===== src/rtl/clkdiv_pkg.sv =====
package clkdiv_pkg;
  localparam int ADDR_POST = 0;
  localparam int ADDR_CMD  = 1;
  localparam int ADDR_STAT = 2;
  localparam int ADDR_DIV0 = 4;
  localparam int EN_BIT    = 15;

  typedef struct packed {
    logic goStart;   // GO accepted this cycle
    logic waiting;   // transition in progress
    logic applyNew;  // alignment edge: load shadows, restart counters
  } ctrlStrobe_t;
endpackage


===== src/rtl/clkdiv_ctrl.sv =====
module clkdiv_ctrl
  import clkdiv_pkg::*;
#(
  parameter int NUM_OUT = 4,
  parameter int RATIO_W = 5,
  parameter int ADDR_W  = 4
) (
  input  logic                              clk,
  input  logic                              rstN,
  input  logic                              busValid,
  input  logic                              busWrite,
  input  logic [ADDR_W-1:0]                 busAddr,
  input  logic [31:0]                       busWdata,
  output logic [31:0]                       busRdata,
  input  logic                              alignReady,
  output ctrlStrobe_t                       strobe,
  output logic                              shadowPostEn,
  output logic [RATIO_W-1:0]                shadowPostRatio,
  output logic [NUM_OUT-1:0]                shadowEn,
  output logic [NUM_OUT-1:0][RATIO_W-1:0]   shadowRatio,
  output logic                              goBusy
);
  localparam logic [ADDR_W-1:0] A_POST = ADDR_W'(ADDR_POST);
  localparam logic [ADDR_W-1:0] A_CMD  = ADDR_W'(ADDR_CMD);
  localparam logic [ADDR_W-1:0] A_STAT = ADDR_W'(ADDR_STAT);

  logic wrEn, goWrite, busyQ;
  logic postEnQ;
  logic [RATIO_W-1:0] postRatioQ;
  logic unusedWdata;

  assign unusedWdata = ^{busWdata[31:16], busWdata[14:RATIO_W]};
  assign wrEn    = busValid && busWrite;
  assign goWrite = wrEn && (busAddr == A_CMD) && busWdata[0];

  assign strobe.goStart  = goWrite && !busyQ;
  assign strobe.waiting  = busyQ;
  assign strobe.applyNew = busyQ && alignReady;
  assign goBusy          = busyQ;

  always_ff @(posedge clk) begin
    if (!rstN) begin
      busyQ <= 1'b0;
    end else if (strobe.goStart) begin
      busyQ <= 1'b1;
    end else if (strobe.applyNew) begin
      busyQ <= 1'b0;
    end
  end

  always_ff @(posedge clk) begin
    if (!rstN) begin
      postEnQ    <= 1'b1;
      postRatioQ <= '0;
    end else if (wrEn && busAddr == A_POST) begin
      postEnQ    <= busWdata[EN_BIT];
      postRatioQ <= busWdata[RATIO_W-1:0];
    end
  end
  assign shadowPostEn    = postEnQ;
  assign shadowPostRatio = postRatioQ;

  for (genvar i = 0; i < NUM_OUT; i++) begin : g_lane
    localparam logic [ADDR_W-1:0] A_LANE = ADDR_W'(ADDR_DIV0 + i);
    logic enQ;
    logic [RATIO_W-1:0] ratioQ;
    always_ff @(posedge clk) begin
      if (!rstN) begin
        enQ    <= 1'b1;
        ratioQ <= '0;
      end else if (wrEn && busAddr == A_LANE) begin
        enQ    <= busWdata[EN_BIT];
        ratioQ <= busWdata[RATIO_W-1:0];
      end
    end
    assign shadowEn[i]    = enQ;
    assign shadowRatio[i] = ratioQ;
  end

  always_comb begin
    busRdata = '0;
    if (busValid && !busWrite) begin
      if (busAddr == A_POST) begin
        busRdata[EN_BIT]      = postEnQ;
        busRdata[RATIO_W-1:0] = postRatioQ;
      end else if (busAddr == A_STAT) begin
        busRdata[0] = busyQ;
      end
      for (int i = 0; i < NUM_OUT; i++) begin
        if (busAddr == ADDR_W'(ADDR_DIV0 + i)) begin
          busRdata[EN_BIT]      = shadowEn[i];
          busRdata[RATIO_W-1:0] = shadowRatio[i];
        end
      end
    end
  end
endmodule


===== src/rtl/clkdiv_datapath.sv =====
module clkdiv_datapath
  import clkdiv_pkg::*;
#(
  parameter int NUM_OUT = 4,
  parameter int RATIO_W = 5
) (
  input  logic                              clk,
  input  logic                              rstN,
  input  ctrlStrobe_t                       strobe,
  input  logic                              shadowPostEn,
  input  logic [RATIO_W-1:0]                shadowPostRatio,
  input  logic [NUM_OUT-1:0]                shadowEn,
  input  logic [NUM_OUT-1:0][RATIO_W-1:0]   shadowRatio,
  output logic [NUM_OUT-1:0]                divTick,
  output logic [NUM_OUT-1:0][RATIO_W-1:0]   activeRatio,
  output logic                              alignReady
);
  logic postEnQ;
  logic [RATIO_W-1:0] postRatioQ, postCntQ;
  logic baseTick;
  logic [NUM_OUT-1:0] parked;

  assign baseTick = !postEnQ || (postCntQ == postRatioQ);

  always_ff @(posedge clk) begin
    if (!rstN) begin
      postEnQ    <= 1'b1;
      postRatioQ <= '0;
      postCntQ   <= '0;
    end else if (strobe.applyNew) begin
      postEnQ    <= shadowPostEn;
      postRatioQ <= shadowPostRatio;
      postCntQ   <= '0;
    end else if (!postEnQ || postCntQ == postRatioQ) begin
      postCntQ   <= '0;
    end else begin
      postCntQ   <= postCntQ + 1'b1;
    end
  end

  for (genvar i = 0; i < NUM_OUT; i++) begin : g_lane
    logic enQ, parkQ, tick;
    logic [RATIO_W-1:0] ratioQ, cntQ;

    assign tick = enQ && baseTick && (cntQ == ratioQ) && !parkQ;

    always_ff @(posedge clk) begin
      if (!rstN) begin
        enQ    <= 1'b1;
        ratioQ <= '0;
      end else if (strobe.applyNew) begin
        enQ    <= shadowEn[i];
        ratioQ <= shadowRatio[i];
      end
    end

    always_ff @(posedge clk) begin
      if (!rstN || strobe.applyNew || !enQ || parkQ) begin
        cntQ <= '0;
      end else if (baseTick) begin
        cntQ <= (cntQ == ratioQ) ? '0 : cntQ + 1'b1;
      end
    end

    always_ff @(posedge clk) begin
      if (!rstN || strobe.applyNew) begin
        parkQ <= 1'b0;
      end else if (strobe.goStart) begin
        parkQ <= !enQ;
      end else if (strobe.waiting && tick) begin
        parkQ <= 1'b1;
      end
    end

    assign divTick[i]     = tick;
    assign parked[i]      = parkQ;
    assign activeRatio[i] = ratioQ;
  end

  assign alignReady = &(parked | divTick);
endmodule


===== src/rtl/clkdiv_bank.sv =====
module clkdiv_bank
  import clkdiv_pkg::*;
#(
  parameter int NUM_OUT = 4,
  parameter int RATIO_W = 5,
  parameter int ADDR_W  = 4
) (
  input  logic               clk,
  input  logic               rstN,
  input  logic               busValid,
  input  logic               busWrite,
  input  logic [ADDR_W-1:0]  busAddr,
  input  logic [31:0]        busWdata,
  output logic [31:0]        busRdata,
  output logic [NUM_OUT-1:0] divTick,
  output logic               goBusy
);
  ctrlStrobe_t strobe;
  logic alignReady, applyNewW;
  logic shadowPostEn;
  logic [RATIO_W-1:0] shadowPostRatio;
  logic [NUM_OUT-1:0] shadowEn;
  logic [NUM_OUT-1:0][RATIO_W-1:0] shadowRatio, activeRatio;

  assign applyNewW = strobe.applyNew;

  clkdiv_ctrl #(.NUM_OUT(NUM_OUT), .RATIO_W(RATIO_W), .ADDR_W(ADDR_W)) u_ctrl (
    .clk(clk), .rstN(rstN), .busValid(busValid), .busWrite(busWrite),
    .busAddr(busAddr), .busWdata(busWdata), .busRdata(busRdata),
    .alignReady(alignReady), .strobe(strobe),
    .shadowPostEn(shadowPostEn), .shadowPostRatio(shadowPostRatio),
    .shadowEn(shadowEn), .shadowRatio(shadowRatio), .goBusy(goBusy)
  );

  clkdiv_datapath #(.NUM_OUT(NUM_OUT), .RATIO_W(RATIO_W)) u_dp (
    .clk(clk), .rstN(rstN), .strobe(strobe),
    .shadowPostEn(shadowPostEn), .shadowPostRatio(shadowPostRatio),
    .shadowEn(shadowEn), .shadowRatio(shadowRatio),
    .divTick(divTick), .activeRatio(activeRatio), .alignReady(alignReady)
  );
endmodule


===== config.mk =====
export PLATFORM = sky130hd
export DESIGN_NAME = clkdiv_bank
export DESIGN_NICKNAME = d
export VERILOG_FILES = /design/src/rtl/clkdiv_pkg.sv /design/src/rtl/clkdiv_ctrl.sv /design/src/rtl/clkdiv_datapath.sv /design/src/rtl/clkdiv_bank.sv
export SDC_FILE = /design/constraint.sdc
export NUM_CORES = 1
export LEC_CHECK = 0
export BUFFER_PORTS_ARGS = -buffer_cell sky130_fd_sc_hd__buf_2
export CORE_MARGIN = 10
export CORE_UTILIZATION = 36
export CTS_CLUSTER_SIZE = 16
export DETAILED_ROUTE_END_ITERATION = 8
export PLACE_DENSITY = 0.55
export SYNTH_ARGS = -nofsm -noshare
export SYNTH_HDL_FRONTEND = slang
export SYNTH_SLANG_ARGS = --single-unit
export TNS_END_PERCENT = 50

===== constraint.sdc =====
create_clock -name clk -period 2.4 [get_ports clk]
set_input_delay 0.72 -clock clk [delete_from_list [all_inputs] [get_ports clk]]
set_output_delay 0.72 -clock clk [all_outputs]
set_load 0.02 [all_outputs]

# Word-level counts from Yosys, hierarchy flattened
# Index checks and enable logic that the tools add are counted.
dict set report word_totals {
  regBits 90
  output_inout_bits 37
  word_cells 133
}
dict set report classes {
  addsub 5
  n_eq_ne 11
  n_mux 28
  bitwise_logic 2
  reduce_logical 57
}
# cell n
set ops {}
lappend ops {{5-bit 2-to-1 mux} 9}
lappend ops {{1-bit logical AND} 27}
lappend ops {{5-bit by 1-bit adder with 5-bit output (second input constant)} 5}
lappend ops {{5-bit == test} 5}
lappend ops {{1-bit 2-to-1 mux} 18}
lappend ops {{4-bit by 3-bit == test with 1-bit output (second input constant)} 4}
lappend ops {{1-bit logical NOT} 12}
lappend ops {{1-bit logical OR} 10}
lappend ops {{2-bit nonzero test} 5}
lappend ops {{4-bit by 1-bit == test with 1-bit output (second input constant)} 1}
lappend ops {{4-bit by 2-bit == test with 1-bit output (second input constant)} 1}
lappend ops {{4-bit logical NOT} 1}
lappend ops {{4-bit 2-to-1 mux} 1}
lappend ops {{4-bit OR} 1}
lappend ops {{4-bit AND reduction} 1}
lappend ops {{3-bit OR reduction} 1}
lappend ops {{1-bit NOT} 1}

# Logic depth before layout (Yosys ltp)
dict set report logic_depth {
  word_depth 11
  depth_mapped 8
  ltp_nobuf 6
}

# Cells and area by module
# Synthesis repeated with hierarchy kept, for this count alone.
dict set report unflattened {
  cells_unflattened 517
  area_unflattened_um2 4699.5
}
# module n_inst cells_each area_each_um2 seq_area_each_um2
set modules_own_cells {}
lappend modules_own_cells {clkdiv_datapath 1 309 2880.3 1181.1}
lappend modules_own_cells {clkdiv_ctrl 1 208 1819.2 620.6}

# Least setup slack after synthesis
# Ideal clock, no wire load.
dict set report synth_timing {
  kind {input -> output}
  start {in busAddr[0]}
  end {out busRdata[0]}
  arrival_ns 2.044
  required_ns 1.680
  path_slack_ns -0.364
  path_stages 5
  path_buffers 1
  cell_sequence {clkbuf_1 mux2i_1 o21ai_0 a22oi_1 nor4_1}
}
dict set report synth_between {
  elab_chain_cells 8
  elab_cells_between_ends 13
  cone_classes {eq/ne: 5; mux: 7; reduce/logical: 1}
}
# element line
set synth_rtl {}
lappend synth_rtl {{from (decl)} clkdiv_bank.sv:12} ;# input logic [ADDR_W-1:0] busAddr,
lappend synth_rtl {{4-bit by 2-bit == test with 1-bit output} clkdiv_ctrl.sv:86} ;# end else if (busAddr == A_STAT) begin
lappend synth_rtl {{1-bit 2-to-1 mux} clkdiv_ctrl.sv:86}
lappend synth_rtl {{1-bit 2-to-1 mux} clkdiv_ctrl.sv:83} ;# if (busAddr == A_POST) begin
lappend synth_rtl {{5-bit 2-to-1 mux (3 in a row)} clkdiv_ctrl.sv:90} ;# if (busAddr == ADDR_W'(ADDR_DIV0 + i)) begin
lappend synth_rtl {{5-bit 2-to-1 mux (*)} clkdiv_ctrl.sv:90}
lappend synth_rtl {{5-bit 2-to-1 mux (*)} clkdiv_ctrl.sv:82} ;# if (busValid && !busWrite) begin
lappend synth_rtl {{to (decl)} clkdiv_bank.sv:14} ;# output logic [31:0] busRdata,
# Every way passes the cells marked *; elsewhere a longest branch is shown, timed or not.

# Final worst setup path
dict set report layout_timing {
  start {reg u_dp.postRatioQ[1]}
  end {out divTick[1]}
}
dict set report layout_between {
  elab_chain_cells 5
}
# element line
set layout_rtl {}
lappend layout_rtl {{from (decl)} clkdiv_datapath.sv:19} ;# logic [RATIO_W-1:0] postRatioQ, postCntQ;
lappend layout_rtl {{from (signal assigned)} clkdiv_datapath.sv:32} ;# postRatioQ <= shadowPostRatio;
lappend layout_rtl {{5-bit == test} clkdiv_datapath.sv:23} ;# assign baseTick = !postEnQ || (postCntQ == postRatioQ);
lappend layout_rtl {{1-bit logical OR} clkdiv_datapath.sv:23}
lappend layout_rtl {{1-bit logical AND (3 in a row)} clkdiv_datapath.sv:45} ;# assign tick = enQ && baseTick && (cntQ == ratioQ) && !parkQ;
lappend layout_rtl {{to (decl)} clkdiv_bank.sv:15} ;# output logic [NUM_OUT-1:0] divTick,
# No other way between the ends.

==> impl_results.md <==
- Status: complete, but fails checks
- Failing checks: setup timing
- R2r startpoint: u_dp.postRatioQ[1]
- Critical-path cell list: xnor2_2, nand3_2, o31ai_4, buf_12, and3_4, nor2b_4, buf_6
- GP Congestion: 0.857
- DR WL/cell: 14.8 um
- Syn. warnings: 0
- CP Data Arrival Time: 1.86 ns
- Post-synth EDFFs: 0
- Post-Layout Cell Count: 750
- Buf/Inv on CP: 2
- Critical Path Slowest Stage Cell: dfxtp_2
- Final Max Tran Viols: 0
- CTS tree: yes
- Largest delay share family, worst path: simple AND/OR/NAND/NOR gates
- Place WS: -0.101 ns
- Net switching power: 0.000718 W
- First-pass GRT wire length: 18300 um
- Syn Area/Cell: 8.49 sq um
- Flop-to-flop setup slack: 0.09 ns
- Layout cell share with drive strength beyond 1: 22.2%
- Layout filler cell count: 1161
- Via/cell ratio: 4.86
- Flop pwr share: 46.2%
- Final wirelength: 11100 um
- Share of synthesized registers carrying an async set or reset: 0%
- Crit path max fanout: 5
- Clk buf depth: 2
- R2R cell count: 10
- Commonest non-fill, non-tap cell in the layout: dfxtp_1
- Largest net degree at the start of global routing: 26
- Clock sinks: 90
- DRC errors left: 0
- Worst skew pair latency: 0.34 ns
- Yosys cell types: 45
- Die Y: 131 um
- Cell Count Post-Placement: 724
- Site row count: 40
- RSZ-0062 raised after global routing: true
- Buffers added on ports: 24
- Vias in the first global route: 3621
- Worst-path clk slew: 0.06 ns
- Reg2Reg Capture Point: u_dp.g_lane[1].ratioQ[0]
- Critical path launch point type: register
- Post-route minimum period: 2.58 ns
- Endpoints failing setup: 5
- Clock Skew: 0.00632 ns
- Final Hold Vio Count: 0
- Synthesized area: 0.00447 sq mm
- Num CTS Buffers: 9
- Final setup TNS: -0.609 ns
- F_max: 388 MHz
- Die Wd: 131 um
- DP Wirelength: 8010 um
- Hold Crit Class: reg2reg
- Setup crit end kind: primary output
- Remaining antenna violation count after routing: 0
- Final #Nets: 622
- Max stage delay on crit path: 0.34 ns
- Sw frac: 22.1%
- Worst Path Required: 1.68 ns
- Synthesis-to-layout area growth: 24.8%
- Crit path kind: reg2out
- Commonest non-fill, non-tap cells in the layout: 84 x dfxtp_1, 83 x nand2_1, 53 x mux2i_1
- Flop and latch count out of synthesis: 90
- Worst VDD drop: 0.313 mV
- Routed vias: 3646
- Iteration-0 DRC Markers: 201
- Core Area: 0.0121 sq mm
- H-tree depth: 3
- Cell depth of the worst hold path: 2
- Final WS setup: -0.180 ns
- Initial core utilization: 37.0%
- Pleak: 2.14 nW
- Combinational share of power: 6.2%
- Hold WS: 0.474 ns
- Register area share after synthesis: 40.3%
- Hold Crit Endpoint: u_dp.g_lane[0].ratioQ[4]
- Syn Inst Count: 526
- Top Ports: 77
- Initial antenna violation count: 0
- Primary FF master, synth: dfxtp_1
- Hold Startpoint: u_dp.g_lane[0].ratioQ[4]
- Clk pwr share: 47.6%
- Drt pass-1 iters: 4
- # hold bufs at CTS: 0
- Root Buffer: clkbuf_16
- Pwr/cell area: 583 mW/mm^2
- Max_cap viols: 0
- Antenna Cells: 0
- Fin crit share: 108%
- GR Util All Layers: 12.6%
- GRT overflow: 0
- Internal power: 0.00253 W
- Die area: 0.0173 sq mm
cells by family (layout without fill, tap and decap cells):
logic type | Yosys count | in the layout | share of synthesized area, %
adders and majority gates | 5 | 5 | 1.40
AOI/OAI and AO/OA | 69 | 69 | 8.71
and+or+nand+nor | 212 | 212 | 22.1
DFF | 90 | 90 | 40.3
muxes | 54 | 54 | 12.1
xor gates and xnor gates | 37 | 37 | 7.26
buffers and inverters | 58 | 89 | 7.93
other | 1 | 26 | 0.0840
per-stage QoR:
step                instance area, sq um  power, W  utilization, %
global route                        5570   0.00336            46.2
CTS                                 5450   0.00327            45.2
global placement                    4910   0.00171            40.7
finish                              5570   0.00325            46.2
floorplan                           4600   0.00168               -
detailed placement                  4910   0.00171            40.7
cell usage after synthesis, types with 4 or more instances:
cell type | number | area (sq um)
a21oi_1 | 29 | 145
a31oi_1 | 4 | 25.0
buf_4 | 34 | 255
clkbuf_1 | 17 | 63.8
dfxtp_1 | 90 | 1800
ha_1 | 5 | 62.6
mux2i_1 | 53 | 531
nand2_1 | 86 | 323
nand2b_1 | 4 | 25.0
nand3_1 | 19 | 95.1
nand3b_1 | 4 | 30.0
nand4_1 | 8 | 50.1
nor2_1 | 44 | 165
nor2b_1 | 5 | 31.3
nor3_1 | 19 | 95.1
nor3b_1 | 7 | 52.6
nor4_1 | 5 | 31.3
o21ai_0 | 25 | 125
xnor2_1 | 16 | 140
xor2_1 | 21 | 184
power by group through the flow:
stage / combinational [W] / sequential, W / clock [W]
final: 0.000200 / 0.00150 / 0.00155
after global routing: 0.000217 / 0.00150 / 0.00165
after CTS: 0.000187 / 0.00150 / 0.00158
after detailed placement: 0.000179 / 0.00154 / 0
after global placement: 0.000179 / 0.00154 / 0
after floorplan: 0.000146 / 0.00153 / 0
flip-flops by register name (all words and copies together) (netlist names):
signal / cells
u_dp.g_lane.enQ: 4
u_dp.g_lane.cntQ: 20
u_dp.g_lane.parkQ: 4
u_ctrl.g_lane.enQ: 4
u_ctrl.g_lane.ratioQ: 20
u_dp.postCntQ: 5
u_ctrl.shadowPostEn: 1
u_ctrl.goBusy: 1
u_ctrl.shadowPostRatio: 5
u_dp.postRatioQ: 5
u_dp.postEnQ: 1
u_dp.g_lane.ratioQ: 20
tightest hold or removal path, cell delays in order (launching register included):
cell     delay, ns
dfxtp_1       0.32
nand2_1       0.06
mux2i_1       0.05
per-layer routing:
metal  share of wire, %  vias up  global-route usage [%]
met5                  0        -                       0
met4                1.3        0                    4.26
met3                4.6       11                    3.16
met2                 44       73                    18.5
met1                 50     1707                    17.4
li1                   -     1855                       -
final cells by class:
| type | instances | area (sq um) | area share, % |
|---|---|---|---|
| multi-input cells | 403 | 2610 | 46.8 |
| flip-flops and latches | 90 | 1810 | 32.5 |
| repair buffers | 71 | 607 | 10.9 |
| clock buffers | 12 | 256 | 4.60 |
| well taps | 168 | 210 | 3.77 |
| clock inverters | 4 | 73.8 | 1.32 |
| inverters | 2 | 10.0 | 0.180 |
worst max-delay path by stage:
stage          cells past startpoint          end  slack [ns]                from
2_1_floorplan                      8   divTick[3]       -0.11    u_dp.postCntQ[3]
3_3_place_gp                       7  busRdata[0]       -0.10          busAddr[0]
3_5_place_dp                       7  busRdata[0]       -0.10          busAddr[0]
4_1_cts                            7   divTick[1]       -0.17    u_dp.postCntQ[3]
5_1_grt                            7   divTick[1]       -0.27    u_dp.postCntQ[4]
6_report                           7   divTick[1]       -0.18  u_dp.postRatioQ[1]
what timing repair did:
item | in CTS | in global routing
endpoints found under the setup margin | 21 | 57
cloned | 1 | 1
gates resized for setup | 43 | 28
setup buffers | 7 | 4
pin swaps | 12 | 11
No activity file was read; power rests on OpenSTA's default activity.
